## config.mk

```make
export PLATFORM = sky130hd
export DESIGN_NAME = mtimer16
export DESIGN_NICKNAME = d
export VERILOG_FILES = /design/src/rtl/mtim_pkg.sv /design/src/rtl/mtim_tick.sv /design/src/rtl/mtim_capture.sv /design/src/rtl/mtim_core.sv /design/src/rtl/mtim_chan.sv /design/src/rtl/mtimer16.sv
export SDC_FILE = /design/constraint.sdc
export NUM_CORES = 1
export LEC_CHECK = 0
export ABC_AREA = 0
export BUFFER_PORTS_ARGS = -buffer_cell sky130_fd_sc_hd__buf_2
export CAP_MARGIN = 20
export CORE_ASPECT_RATIO = 0.7
export CORE_MARGIN = 4
export CORE_UTILIZATION = 63
export CTS_BUF_LIST = sky130_fd_sc_hd__clkbuf_16
export CTS_CLUSTER_DIAMETER = 60
export DETAILED_ROUTE_END_ITERATION = 8
export GPL_TIMING_DRIVEN = 0
export PLACE_DENSITY = 0.82
export SYNTH_ARGS = -nofsm -noshare
export SYNTH_HDL_FRONTEND = slang
export SYNTH_SLANG_ARGS = --single-unit
export TNS_END_PERCENT = 50
```

## constraint.sdc

```tcl
create_clock -name clk -period 7.4 [get_ports clk]
set_input_delay 1.48 -clock clk [delete_from_list [all_inputs] [get_ports clk]]
set_output_delay 1.48 -clock clk [all_outputs]
set_load 0.03 [all_outputs]
```

## src/rtl/mtim_pkg.sv

```systemverilog
`timescale 1ns/1ps
package mtim_pkg;

    typedef enum logic [1:0] {
        SHP_NORMAL,
        SHP_SINGLE,
        SHP_DUAL
    } shape_e;

    typedef enum logic [2:0] {
        TOP_FULL,
        TOP_CMPA,
        TOP_CAPT,
        TOP_BITS8,
        TOP_BITS9,
        TOP_BITS10
    } top_e;

    typedef enum logic [1:0] {
        ACT_NONE,
        ACT_TOGGLE,
        ACT_CLEAR,
        ACT_SET
    } act_e;

    typedef struct packed {
        shape_e shape;
        top_e   top;
        logic   buffered;
        logic   cap_is_top;
    } mode_t;

    localparam int A_CTRL  = 0;
    localparam int A_COUNT = 1;
    localparam int A_CAPT  = 2;
    localparam int A_IEN   = 3;
    localparam int A_FLAGS = 4;
    localparam int A_FORCE = 5;
    localparam int A_CMP0  = 6;

    localparam int F_MODE = 0;
    localparam int F_CLK  = 4;
    localparam int F_EDGE = 7;
    localparam int F_FILT = 8;
    localparam int F_ACT  = 9;

    function automatic mode_t decode_mode(input logic [3:0] code);
        mode_t m;
        m = '{shape: SHP_NORMAL, top: TOP_FULL, buffered: 1'b0, cap_is_top: 1'b0};
        case (code)
            4'd4:  m.top = TOP_CMPA;
            4'd12: begin m.top = TOP_CAPT; m.cap_is_top = 1'b1; end
            4'd5:  begin m.shape = SHP_SINGLE; m.top = TOP_BITS8; end
            4'd6:  begin m.shape = SHP_SINGLE; m.top = TOP_BITS9; end
            4'd7:  begin m.shape = SHP_SINGLE; m.top = TOP_BITS10; end
            4'd8:  begin m.shape = SHP_DUAL; m.top = TOP_CAPT; m.cap_is_top = 1'b1; end
            4'd9:  begin m.shape = SHP_DUAL; m.top = TOP_CMPA; end
            4'd14: begin m.shape = SHP_SINGLE; m.top = TOP_CAPT; m.cap_is_top = 1'b1; end
            4'd15: begin m.shape = SHP_SINGLE; m.top = TOP_CMPA; m.buffered = 1'b1; end
            default: ;
        endcase
        return m;
    endfunction

endpackage

```

## src/rtl/mtim_tick.sv

```systemverilog
`timescale 1ns/1ps
module mtim_tick #(
    parameter int PRE_W = 10
) (
    input  logic       clk,
    input  logic       rst_n,
    input  logic [2:0] clk_sel,
    input  logic       ext_in,
    output logic       tick
);
    localparam int T8   = 3;
    localparam int T64  = 6;
    localparam int T256 = 8;
    localparam int T1K  = PRE_W;

    logic [PRE_W-1:0] pre_q;
    logic [2:0]       ext_q;
    logic             ext_rise;
    logic             ext_fall;

    always_ff @(posedge clk or negedge rst_n) begin
        if (!rst_n) begin
            pre_q <= '0;
            ext_q <= '0;
        end else begin
            pre_q <= pre_q + 1'b1;
            ext_q <= {ext_q[1:0], ext_in};
        end
    end

    always_comb begin
        ext_rise = ext_q[1] & ~ext_q[2];
        ext_fall = ~ext_q[1] & ext_q[2];
        case (clk_sel)
            3'd1:    tick = 1'b1;
            3'd2:    tick = &pre_q[T8-1:0];
            3'd3:    tick = &pre_q[T64-1:0];
            3'd4:    tick = &pre_q[T256-1:0];
            3'd5:    tick = &pre_q[T1K-1:0];
            3'd6:    tick = ext_fall;
            3'd7:    tick = ext_rise;
            default: tick = 1'b0;
        endcase
    end

    // an external rising edge gives one tick, never two in a row
    assert_ext_single_R4: assert property (@(posedge clk) disable iff (!rst_n)
        (clk_sel == 3'd7 && tick) |=> (clk_sel != 3'd7 || !tick));

endmodule

```

## src/rtl/mtim_capture.sv

```systemverilog
`timescale 1ns/1ps
module mtim_capture #(
    parameter int FILT_LEN = 4
) (
    input  logic clk,
    input  logic rst_n,
    input  logic pin_in,
    input  logic filt_en,
    input  logic rise_sel,
    output logic evt
);
    localparam int RUN_W = $clog2(FILT_LEN + 1);

    logic [1:0]       sync_q;
    logic             acc_q;
    logic             prev_q;
    logic [RUN_W-1:0] run_q;

    always_ff @(posedge clk or negedge rst_n) begin
        if (!rst_n) begin
            sync_q <= '0;
            acc_q  <= 1'b0;
            prev_q <= 1'b0;
            run_q  <= '0;
        end else begin
            sync_q <= {sync_q[0], pin_in};
            prev_q <= acc_q;
            if (!filt_en) begin
                acc_q <= sync_q[1];
                run_q <= '0;
            end else if (sync_q[1] != acc_q) begin
                if (run_q == RUN_W'(FILT_LEN - 1)) begin
                    acc_q <= sync_q[1];
                    run_q <= '0;
                end else begin
                    run_q <= run_q + 1'b1;
                end
            end else begin
                run_q <= '0;
            end
        end
    end

    always_comb begin
        evt = rise_sel ? (acc_q & ~prev_q) : (~acc_q & prev_q);
    end

    // the accepted level only ever moves to the latest synchronised sample
    assert_filter_follow_R10: assert property (@(posedge clk) disable iff (!rst_n)
        (acc_q != $past(acc_q)) |-> ($past(sync_q[1]) == acc_q));

endmodule

```

## src/rtl/mtim_core.sv

```systemverilog
`timescale 1ns/1ps
module mtim_core
    import mtim_pkg::*;
#(
    parameter int CNT_W = 16
) (
    input  logic             clk,
    input  logic             rst_n,
    input  logic             tick,
    input  logic             restart,
    input  logic             ld_en,
    input  logic [CNT_W-1:0] ld_val,
    input  logic [CNT_W-1:0] top,
    input  shape_e           shape,
    output logic [CNT_W-1:0] cnt_q,
    output logic             going_up,
    output logic             bottom_evt
);
    typedef enum logic {ST_UP, ST_DOWN} dir_e;

    dir_e             state_q, state_d;
    logic [CNT_W-1:0] cnt_d;
    logic             dual, at_top, at_zero;

    always_ff @(posedge clk or negedge rst_n) begin
        if (!rst_n) begin
            state_q <= ST_UP;
            cnt_q   <= '0;
        end else begin
            state_q <= state_d;
            cnt_q   <= cnt_d;
        end
    end

    always_comb begin
        dual    = (shape == SHP_DUAL);
        at_top  = (cnt_q == top);
        at_zero = (cnt_q == '0);
        state_d = state_q;
        cnt_d   = cnt_q;
        if (tick) begin
            unique case (state_q)
                ST_UP: begin
                    if (at_top && dual) begin
                        state_d = ST_DOWN;
                        cnt_d   = cnt_q - 1'b1;
                    end else if (at_top) begin
                        cnt_d = '0;
                    end else begin
                        cnt_d = cnt_q + 1'b1;
                    end
                end
                ST_DOWN: begin
                    if (at_zero) begin
                        state_d = ST_UP;
                        cnt_d   = CNT_W'(1);
                    end else begin
                        cnt_d = cnt_q - 1'b1;
                    end
                end
            endcase
        end
        if (!dual || restart) state_d = ST_UP;
        if (ld_en) cnt_d = ld_val;
    end

    always_comb begin
        going_up   = (state_q == ST_UP);
        bottom_evt = tick && (((state_q == ST_UP) && !dual && at_top) ||
                              ((state_q == ST_DOWN) && at_zero));
    end

    assert_hold_no_tick_R4: assert property (@(posedge clk) disable iff (!rst_n)
        (!tick && !ld_en) |=> $stable(cnt_q));

    assert_wrap_to_zero_R2: assert property (@(posedge clk) disable iff (!rst_n)
        (tick && !ld_en && !dual && cnt_q == top) |=> (cnt_q == '0));

    assert_turn_bottom_R3: assert property (@(posedge clk) disable iff (!rst_n)
        (tick && !ld_en && dual && state_q == ST_DOWN && cnt_q == '0)
        |=> (state_q == ST_UP && cnt_q == CNT_W'(1)));

endmodule

```

## src/rtl/mtim_chan.sv

```systemverilog
`timescale 1ns/1ps
module mtim_chan
    import mtim_pkg::*;
#(
    parameter int CNT_W = 16
) (
    input  logic             clk,
    input  logic             rst_n,
    input  logic             tick,
    input  logic             force_i,
    input  logic [CNT_W-1:0] cnt,
    input  logic [CNT_W-1:0] cmp,
    input  shape_e           shape,
    input  act_e             act,
    input  logic             going_up,
    input  logic             bottom_evt,
    output logic             pin_q,
    output logic             match
);
    logic pin_d;

    always_ff @(posedge clk or negedge rst_n) begin
        if (!rst_n) pin_q <= 1'b0;
        else        pin_q <= pin_d;
    end

    always_comb begin
        match = tick && (cnt == cmp);
        pin_d = pin_q;
        unique case (shape)
            SHP_NORMAL: begin
                if (match || force_i) begin
                    case (act)
                        ACT_TOGGLE: pin_d = ~pin_q;
                        ACT_CLEAR:  pin_d = 1'b0;
                        ACT_SET:    pin_d = 1'b1;
                        default:    pin_d = pin_q;
                    endcase
                end
            end
            SHP_SINGLE: begin
                if (bottom_evt && act[1])  pin_d = ~act[0];
                else if (match && act[1])  pin_d = act[0];
            end
            SHP_DUAL: begin
                if (match && act[1]) pin_d = going_up ? act[0] : ~act[0];
            end
            default: pin_d = pin_q;
        endcase
    end

    assert_pin_idle_R5: assert property (@(posedge clk) disable iff (!rst_n)
        (shape == SHP_NORMAL && !match && !force_i) |=> $stable(pin_q));

    assert_dual_up_clear_R7: assert property (@(posedge clk) disable iff (!rst_n)
        (shape == SHP_DUAL && match && act == ACT_CLEAR && going_up) |=> !pin_q);

endmodule

```

## src/rtl/mtimer16.sv

```systemverilog
`timescale 1ns/1ps
module mtimer16
    import mtim_pkg::*;
#(
    parameter int CNT_W    = 16,
    parameter int N_CH     = 3,
    parameter int FILT_LEN = 4,
    parameter int PRE_W    = 10,
    parameter int ADDR_W   = 4
) (
    input  logic              clk,
    input  logic              rst_n,
    input  logic              wr_en,
    input  logic [ADDR_W-1:0] wr_addr,
    input  logic [CNT_W-1:0]  wr_data,
    input  logic [ADDR_W-1:0] rd_addr,
    output logic [CNT_W-1:0]  rd_data,
    input  logic              ext_clk_in,
    input  logic              cap_in,
    output logic [N_CH-1:0]   cmp_pin,
    output logic [N_CH+1:0]   flags,
    output logic              irq
);
    localparam int CTRL_W = F_ACT + 2 * N_CH;
    localparam int FLG_W  = N_CH + 2;
    localparam int F_CAPF = N_CH + 1;

    logic [CTRL_W-1:0] ctrl_q;
    logic [CNT_W-1:0]  cmp_buf [N_CH];
    logic [CNT_W-1:0]  cmp_eff [N_CH];
    logic [CNT_W-1:0]  cmpa_act, cap_q, top_val, cnt;
    logic [FLG_W-1:0]  ien_q, flg_q, flg_set, flg_clr;
    logic [N_CH-1:0]   force_v, match_v;
    mode_t             mi;
    logic              tick, cap_evt, going_up, bottom_evt;
    logic              ctrl_wr, cnt_wr, cap_wr, cmpa_wr, flg_wr;

    always_comb begin
        mi      = decode_mode(ctrl_q[F_MODE +: 4]);
        ctrl_wr = wr_en && (wr_addr == ADDR_W'(A_CTRL));
        cnt_wr  = wr_en && (wr_addr == ADDR_W'(A_COUNT));
        cap_wr  = wr_en && (wr_addr == ADDR_W'(A_CAPT));
        cmpa_wr = wr_en && (wr_addr == ADDR_W'(A_CMP0));
        flg_wr  = wr_en && (wr_addr == ADDR_W'(A_FLAGS));
        force_v = (wr_en && wr_addr == ADDR_W'(A_FORCE)) ? wr_data[N_CH-1:0] : '0;
        flg_clr = flg_wr ? wr_data[FLG_W-1:0] : '0;
        flg_set = {cap_evt && !mi.cap_is_top, match_v, bottom_evt};
        case (mi.top)
            TOP_CMPA:   top_val = cmpa_act;
            TOP_CAPT:   top_val = cap_q;
            TOP_BITS8:  top_val = CNT_W'(255);
            TOP_BITS9:  top_val = CNT_W'(511);
            TOP_BITS10: top_val = CNT_W'(1023);
            default:    top_val = '1;
        endcase
    end

    always_ff @(posedge clk or negedge rst_n) begin
        if (!rst_n) begin
            ctrl_q   <= '0;
            cap_q    <= '0;
            ien_q    <= '0;
            flg_q    <= '0;
            cmpa_act <= '0;
            for (int i = 0; i < N_CH; i++) cmp_buf[i] <= '0;
        end else begin
            if (ctrl_wr) ctrl_q <= wr_data[CTRL_W-1:0];
            if (wr_en && wr_addr == ADDR_W'(A_IEN)) ien_q <= wr_data[FLG_W-1:0];
            for (int i = 0; i < N_CH; i++)
                if (wr_en && wr_addr == ADDR_W'(A_CMP0 + i)) cmp_buf[i] <= wr_data;
            if (cap_wr)                            cap_q <= wr_data;
            else if (cap_evt && !mi.cap_is_top)    cap_q <= cnt;
            if (!mi.buffered)  cmpa_act <= cmpa_wr ? wr_data : cmp_buf[0];
            else if (bottom_evt) cmpa_act <= cmp_buf[0];
            flg_q <= (flg_q & ~flg_clr) | flg_set;
        end
    end

    always_comb begin
        rd_data = '0;
        case (rd_addr)
            ADDR_W'(A_CTRL):  rd_data = CNT_W'(ctrl_q);
            ADDR_W'(A_COUNT): rd_data = cnt;
            ADDR_W'(A_CAPT):  rd_data = cap_q;
            ADDR_W'(A_IEN):   rd_data = CNT_W'(ien_q);
            ADDR_W'(A_FLAGS): rd_data = CNT_W'(flg_q);
            default: begin
                for (int i = 0; i < N_CH; i++)
                    if (rd_addr == ADDR_W'(A_CMP0 + i)) rd_data = cmp_buf[i];
            end
        endcase
        flags = flg_q;
        irq   = |(flg_q & ien_q);
    end

    mtim_tick #(.PRE_W(PRE_W)) u_tick (
        .clk(clk), .rst_n(rst_n), .clk_sel(ctrl_q[F_CLK +: 3]),
        .ext_in(ext_clk_in), .tick(tick)
    );

    mtim_capture #(.FILT_LEN(FILT_LEN)) u_capt (
        .clk(clk), .rst_n(rst_n), .pin_in(cap_in), .filt_en(ctrl_q[F_FILT]),
        .rise_sel(ctrl_q[F_EDGE]), .evt(cap_evt)
    );

    mtim_core #(.CNT_W(CNT_W)) u_core (
        .clk(clk), .rst_n(rst_n), .tick(tick), .restart(ctrl_wr),
        .ld_en(cnt_wr), .ld_val(wr_data), .top(top_val), .shape(mi.shape),
        .cnt_q(cnt), .going_up(going_up), .bottom_evt(bottom_evt)
    );

    for (genvar g = 0; g < N_CH; g++) begin : g_ch
        if (g == 0) begin : g_a
            assign cmp_eff[g] = cmpa_act;
        end else begin : g_o
            assign cmp_eff[g] = cmp_buf[g];
        end
        mtim_chan #(.CNT_W(CNT_W)) u_chan (
            .clk(clk), .rst_n(rst_n), .tick(tick), .force_i(force_v[g]),
            .cnt(cnt), .cmp(cmp_eff[g]), .shape(mi.shape),
            .act(act_e'(ctrl_q[F_ACT + 2*g +: 2])), .going_up(going_up),
            .bottom_evt(bottom_evt), .pin_q(cmp_pin[g]), .match(match_v[g])
        );
    end

    assert_ovf_flag_R1: assert property (@(posedge clk) disable iff (!rst_n)
        bottom_evt |=> flg_q[0]);

    assert_capt_blocked_R9: assert property (@(posedge clk) disable iff (!rst_n)
        (mi.cap_is_top && !cap_wr) |=> $stable(cap_q));

    assert_w1c_R12: assert property (@(posedge clk) disable iff (!rst_n)
        (flg_wr && wr_data[F_CAPF] && !(cap_evt && !mi.cap_is_top)) |=> !flg_q[F_CAPF]);

endmodule

```

==> Yosys cells after proc, flatten, opt, wreduce, memory -nomap -nowiden <==
Index checks and enable logic that the tools add are counted.
W data, S select, Z words.
{ "totals": {"out_inout_bits": 25, "word_cells": 218, "regBits": 145, "inputBits": 29} }
{ "classes": {"n_eq_ne": 68, "n_reduce_logical": 52, "muxes": 56, "add_sub_neg": 4, "bitwise_logic": 19} }
{ "ops": {"columns": ["operator", "count"], "rows": [
  ["$mux W16", 13],
  ["$pmux W16 S5", 2],
  ["$eq A16 B16 Y1", 4],
  ["$eq A4 B3 Y1 const B", 11],
  ["$pmux W16 S2", 1],
  ["$eq A4 B4 Y1 const B", 7],
  ["$mux W1", 25],
  ["$logic_and A1 B1 Y1", 24],
  ["$eq A3 B3 Y1 const B", 6],
  ["$ne A2 B1 Y1 const B", 9],
  ["$pmux W1 S3", 6],
  ["$add A16 B1 Y16 const B", 1],
  ["$eq A4 B2 Y1 const B", 4],
  ["$logic_not A16 Y1", 1],
  ["$sub A16 B1 Y16 const B", 1],
  ["$eq A3 B2 Y1 const B", 5],
  ["$pmux W3 S5", 1],
  ["$reduce_and A5 Y1", 3],
  ["$eq A2 B2 Y1 const B", 7],
  ["$mux W3", 4],
  ["$not A1 Y1", 11],
  ["$add A10 B1 Y10 const B", 1],
  ["$and A5 B5 Y5", 2],
  ["$reduce_and A10 Y1", 1],
  ["other kinds (28)", 49]
]} }

==> Logic depth before layout (Yosys ltp) <==
{ "depth": {"word_depth": 12, "depth_mapped": 14, "ltp_nobuf": 12} }

==> Cells and area by module <==
From an unflattened synthesis, not the netlist that was laid out.
{ "unflattened": {"hier_cells": 1069, "area_unflattened_um2": 9853.2} }
{ "modules_own_cells": {"columns": ["mod", "cells_each", "n_inst", "seq_area_each_um2", "area_each_um2"], "rows": [
  ["mtimer16", 600, 1, 2627.5, 5923.2],
  ["mtim_core", 258, 1, 425.4, 1983.2],
  ["mtim_chan", 49, 3, 25.0, 379.1],
  ["mtim_tick", 44, 1, 325.3, 536.8],
  ["mtim_capture", 20, 1, 175.2, 272.8]
]} }

==> Worst setup path after synthesis <==
OpenSTA, ideal clock, no wires.
{ "synth_path": {"path_kind": "in2out", "startpoint": "in rd_addr[0]", "endpoint": "out rd_data[10]", "cell_stages": 7, "arrival_time_ns": 3.530, "required_ns": 5.920, "n_path_buf": 3, "setup_slack_ns": 2.390, "path_cell_list": "clkbuf_1 buf_1 clkbuf_1 mux2i_1 nor2_1 a21oi_1 o21ai_0"} }
{ "synth_via": {"elab_chain_len": 5} }
{ "synth_rtl": {"columns": ["item", "line_no", "source"], "rows": [
  ["from (decl)", "mtimer16.sv:16", "input logic [ADDR_W-1:0] rd_addr,"],
  ["$eq A4 B3 Y1", "mtimer16.sv:89", "if (rd_addr == ADDR_W'(A_CMP0 + i)) rd_data = cmp_buf[i];"],
  ["$mux W16 (3 in series)", "mtimer16.sv:89", null],
  ["$pmux W16 S5 (*)", "mtimer16.sv:81", "case (rd_addr)"],
  ["to (decl)", "mtimer16.sv:17", "output logic [CNT_W-1:0] rd_data,"]
]} }
Every way passes the cells marked *; elsewhere a longest branch is shown, timed or not.

==> Worst setup path after layout <==
Ends and elaborated chain as after synthesis.

==> results.tsv <==
stage	metric	value	unit
sta	period_needed	5.68	ns
layout	final_core_util	0.733	
logic_synthesis	ys_ff_latch	145	
die	dieHeight	113	um
cts	cts.htree.levels	4	
cts	cts_resized	0	
hold_path	hold_class	reg2reg	
run_status	violations	design-rule violations	
cts	ctsRootBufferMaster	clkbuf_16	
sta	setup_slack	1.72	ns
sta	finalSetupTns	0	ns
grt	grt_pass1_vias	9097	
worst_setup_path	path_class	in2out	
placement	port-buffer-count	45	
pwr	pwr-share-clk	0.234	
logic_synthesis	yosys.area_share.xor_xnor	0.0639	
detailed_routing	drt_pass1_iterations	9	
worst_setup_path	endpoint_kind	output pin	
worst_setup_path	slowest_stage	clkbuf_1	
logic_synthesis	synth.distinct_cells	88	
logic_synthesis	synth-edff-count	0	
worst_setup_path	required	5.92	ns
layout	layout-drive-gt1-share	0.199	
cts	clk_pin_slew_worst_paths	0.07	ns
pwr	p_sw	0.00170	W
worst_setup_path	crit_arrival	4.20	ns
logic_synthesis	synthMuxAreaShare	0.152	
logic_synthesis	synth_fa_ha_area_frac	0.0127	
sta	skew	0.00919	ns
grt	grt_pass1_wl	55400	um
worst_setup_path	critPathLaunchType	input port	
logic_synthesis	synth_top_family_by_area	simple AND/OR/NAND/NOR gates	
pwr	power_leakage	4.64	nW
logic_synthesis	ys_seq_area_frac	0.368	
sta	hold_violations	0	
detailed_routing	dr_total_vias	9733	
die	rows	37	
detailed_routing	wire_per_inst	27.3	um
pwr	internal_power	0.00208	W
pwr	finalPower	0.00378	W
logic_synthesis	syn_area_per_cell	9.24	um2
worst_setup_path	path_delay_family	buffers and inverters	
logic_synthesis	synthSimpleGateAreaFrac	0.184	
pwr	p_sw_frac	0.449	
detailed_routing	routed_via_density	7.25	
sta	rsz0062_at_grt	no	
worst_setup_path	crit_path_frequent_cell	clkbuf_1	
cts	insertion_delay	0.44	ns
sta	period_share	0.768	
detailed_routing	drt_iter0_markers	1844	
cts	clock_path_buffers	2	
layout	layoutNonFillerInstCount	1343	
die	initial_core_util	0.658	
logic_synthesis	synth_compound_area_frac	0.170	
logic_synthesis	yosysWarnings	0	
cts	numClockSinks	145	
grt	grt_util_all_layers	0.418	
detailed_routing	drc	3	
worst_setup_path	crit_chain	clkbuf_1, buf_1, clkbuf_1, mux2i_1, nor2_1, a21oi_1, o21ai_0, buf_2	
sta	slew_headroom	0.204	
run_status	outcome	finished, violations left	
worst_setup_path	cp_num_buf_inv	4	
worst_setup_path	crit_fanout	10	
logic_synthesis	synthCells	1068	
placement	dp.cells	1311	
pwr	power_density	344	nW/um2
pwr	vdd_drop_max	0.000240	V
sta	setup_viol	0	
die	core_area	15000	um2
sta	achievable-frequency	176	MHz
flow_run	max_cap_violations	0	
placement	dp_hpwl	26500	um
logic_synthesis	synth_area	9870	um2
logic_synthesis	yosys_most_used_dff	dfrtp_1	
detailed_routing	ant_nets	0	
cts	cts_buffers	17	
grt	grt_max_degree	82	
cts	cts_hold_buf	0	
grt	grt_overflow	0	
pwr	combinationalPowerShare	0.437	
grt	grt_antenna_before_repair	1	
cts	postCtsSetupBuffers	0	
sta	finalMaxSlewViolations	0	
layout	layout.nets	1174	
placement	place.gp.congestion	1.07	
logic_synthesis	syn_nets	1107	
worst_setup_path	critPathMaxStageDelay	0.76	ns
layout	fillCellCount	1102	
cts	cts_tree	done	
die	dieArea	17800	um2
die	ios	54	
layout	antennaDiodeCount	0	
die	die_x	158	um
pwr	pwr-share-seq	0.329	
detailed_routing	wirelength	36700	um
placement	preCtsSetupSlack	1.87	ns
layout	area_growth	11.4	%
sta	worst_pin_slew	1.19	ns
logic_synthesis	synthArstFlopShare	1.00	
-- registers in the layout (all words and copies together), names as in the netlist --
register	flops
cap_q	16
cmp_buf	48
cmpa_act	16
ctrl_q	15
flags	5
g_ch.u_chan.pin_q	3
ien_q	5
u_capt.acc_q	1
u_capt.prev_q	1
u_capt.run_q	3
u_capt.sync_q	2
u_core.cnt_q	16
u_core.state_q	1
u_tick.ext_q	3
u_tick.pre_q	10
-- routing by layer --
layer | GRT usage | vias to the layer above | share of wire
met1 | 0.580 | 4585 | 0.38
met4 | 0.158 | 2 | 0.049
met2 | 0.575 | 894 | 0.40
li1 | - | 4072 | -
met3 | 0.190 | 180 | 0.17
met5 | 0 | - | 0.00022
-- metrics by stage --
stage / area, um2 / hold slack, ns
CTS: 11000 / 0.351
detailed placement: 10400 / 0.335
global route: 11000 / 0.371
finish: 11000 / 0.351
floorplan: 9870 / 0.331
global placement: 10300 / 0.332
-- power by group through the flow --
stage          sequential [W]  combinational, W  clock [W]
4_1_cts               0.00122           0.00157   0.000880
5_1_grt               0.00126           0.00174   0.000916
6_report              0.00124           0.00165   0.000885
3_3_place_gp          0.00122           0.00153          0
3_5_place_dp          0.00123           0.00155          0
2_1_floorplan         0.00114           0.00112          0
-- logic make-up (layout without fill, tap and decap cells) --
group | count (synthesis) | count (layout)
buf+inv | 113 | 193
xor+xnor | 72 | 72
fa+ha+maj | 10 | 10
simple gates | 347 | 347
compound gates | 250 | 250
mux | 131 | 131
flops | 145 | 145
-- layout by cell type (no fill, tap or decap), drive strengths merged, types with 12 or more instances in the layout --
cell type / instances
a21oi: 61
a222oi: 12
a31oi: 24
buf: 79
clkbuf: 75
dfrtp: 145
inv: 30
mux2: 101
mux2i: 25
nand2: 76
nand2b: 17
nand3: 30
nand4: 12
nor2: 85
nor3: 36
nor3b: 13
nor4: 16
o21ai: 63
xnor2: 30
xor2: 42
-- synth_stat cells, types with 6 or more instances --
cell / count / share of area
a21oi_1: 59 / 0.030
a222oi_1: 12 / 0.012
a22o_1: 7 / 0.0062
a31oi_1: 23 / 0.015
and3_1: 7 / 0.0044
buf_1: 9 / 0.0034
buf_2: 14 / 0.0071
clkbuf_1: 58 / 0.022
dfrtp_1: 145 / 0.37
ha_1: 10 / 0.013
inv_1: 21 / 0.0080
mux2_2: 99 / 0.11
mux2i_1: 25 / 0.025
nand2_1: 76 / 0.029
nand2b_1: 17 / 0.011
nand3_1: 28 / 0.014
nand4_1: 12 / 0.0076
nor2_1: 84 / 0.032
nor2b_1: 8 / 0.0051
nor3_1: 34 / 0.017
nor3b_1: 13 / 0.0099
nor4_1: 16 / 0.010
nor4b_1: 9 / 0.0080
o21ai_0: 56 / 0.028
o21ai_1: 6 / 0.0030
o22ai_1: 9 / 0.0057
xnor2_1: 30 / 0.027
xor2_1: 42 / 0.037
-- final timing paths --
| kind | depth (start not counted) | startpoint | end | slack, ns |
|---|---|---|---|---|
| setup / recovery | 8 | rd_addr[0] | rd_data[10] | 1.72 |
| hold / removal | 0 | u_capt.sync_q[0]$_DFF_PN0_ | u_capt.sync_q[1]$_DFF_PN0_ | 0.35 |
| setup reg to reg | 12 | ctrl_q[0]$_DFFE_PN0P_ | cmpa_act[10]$_DFFE_PN0P_ | 3.01 |
| hold reg to reg | 0 | u_capt.sync_q[0]$_DFF_PN0_ | u_capt.sync_q[1]$_DFF_PN0_ | 0.35 |
| max in group asynchronous | 2 | rst_n | cmp_buf[33]$_DFF_PN0_ | 5.53 |
| min in group asynchronous | 1 | rst_n | u_capt.run_q[0]$_DFF_PN0_ | 1.04 |
-- layout make-up --
class                      count  area, um2  area share
buffer                        89        397      0.0361
timing repair buffer          48        278      0.0253
multi-input combinational    810       5760       0.524
sequential                   145       3630       0.330
clock inverter                15        170      0.0155
tap                          195        244      0.0222
clock buffer                  17        425      0.0387
inverter                      24       90.1     0.00819
No activity file was read; power rests on OpenSTA's default activity.
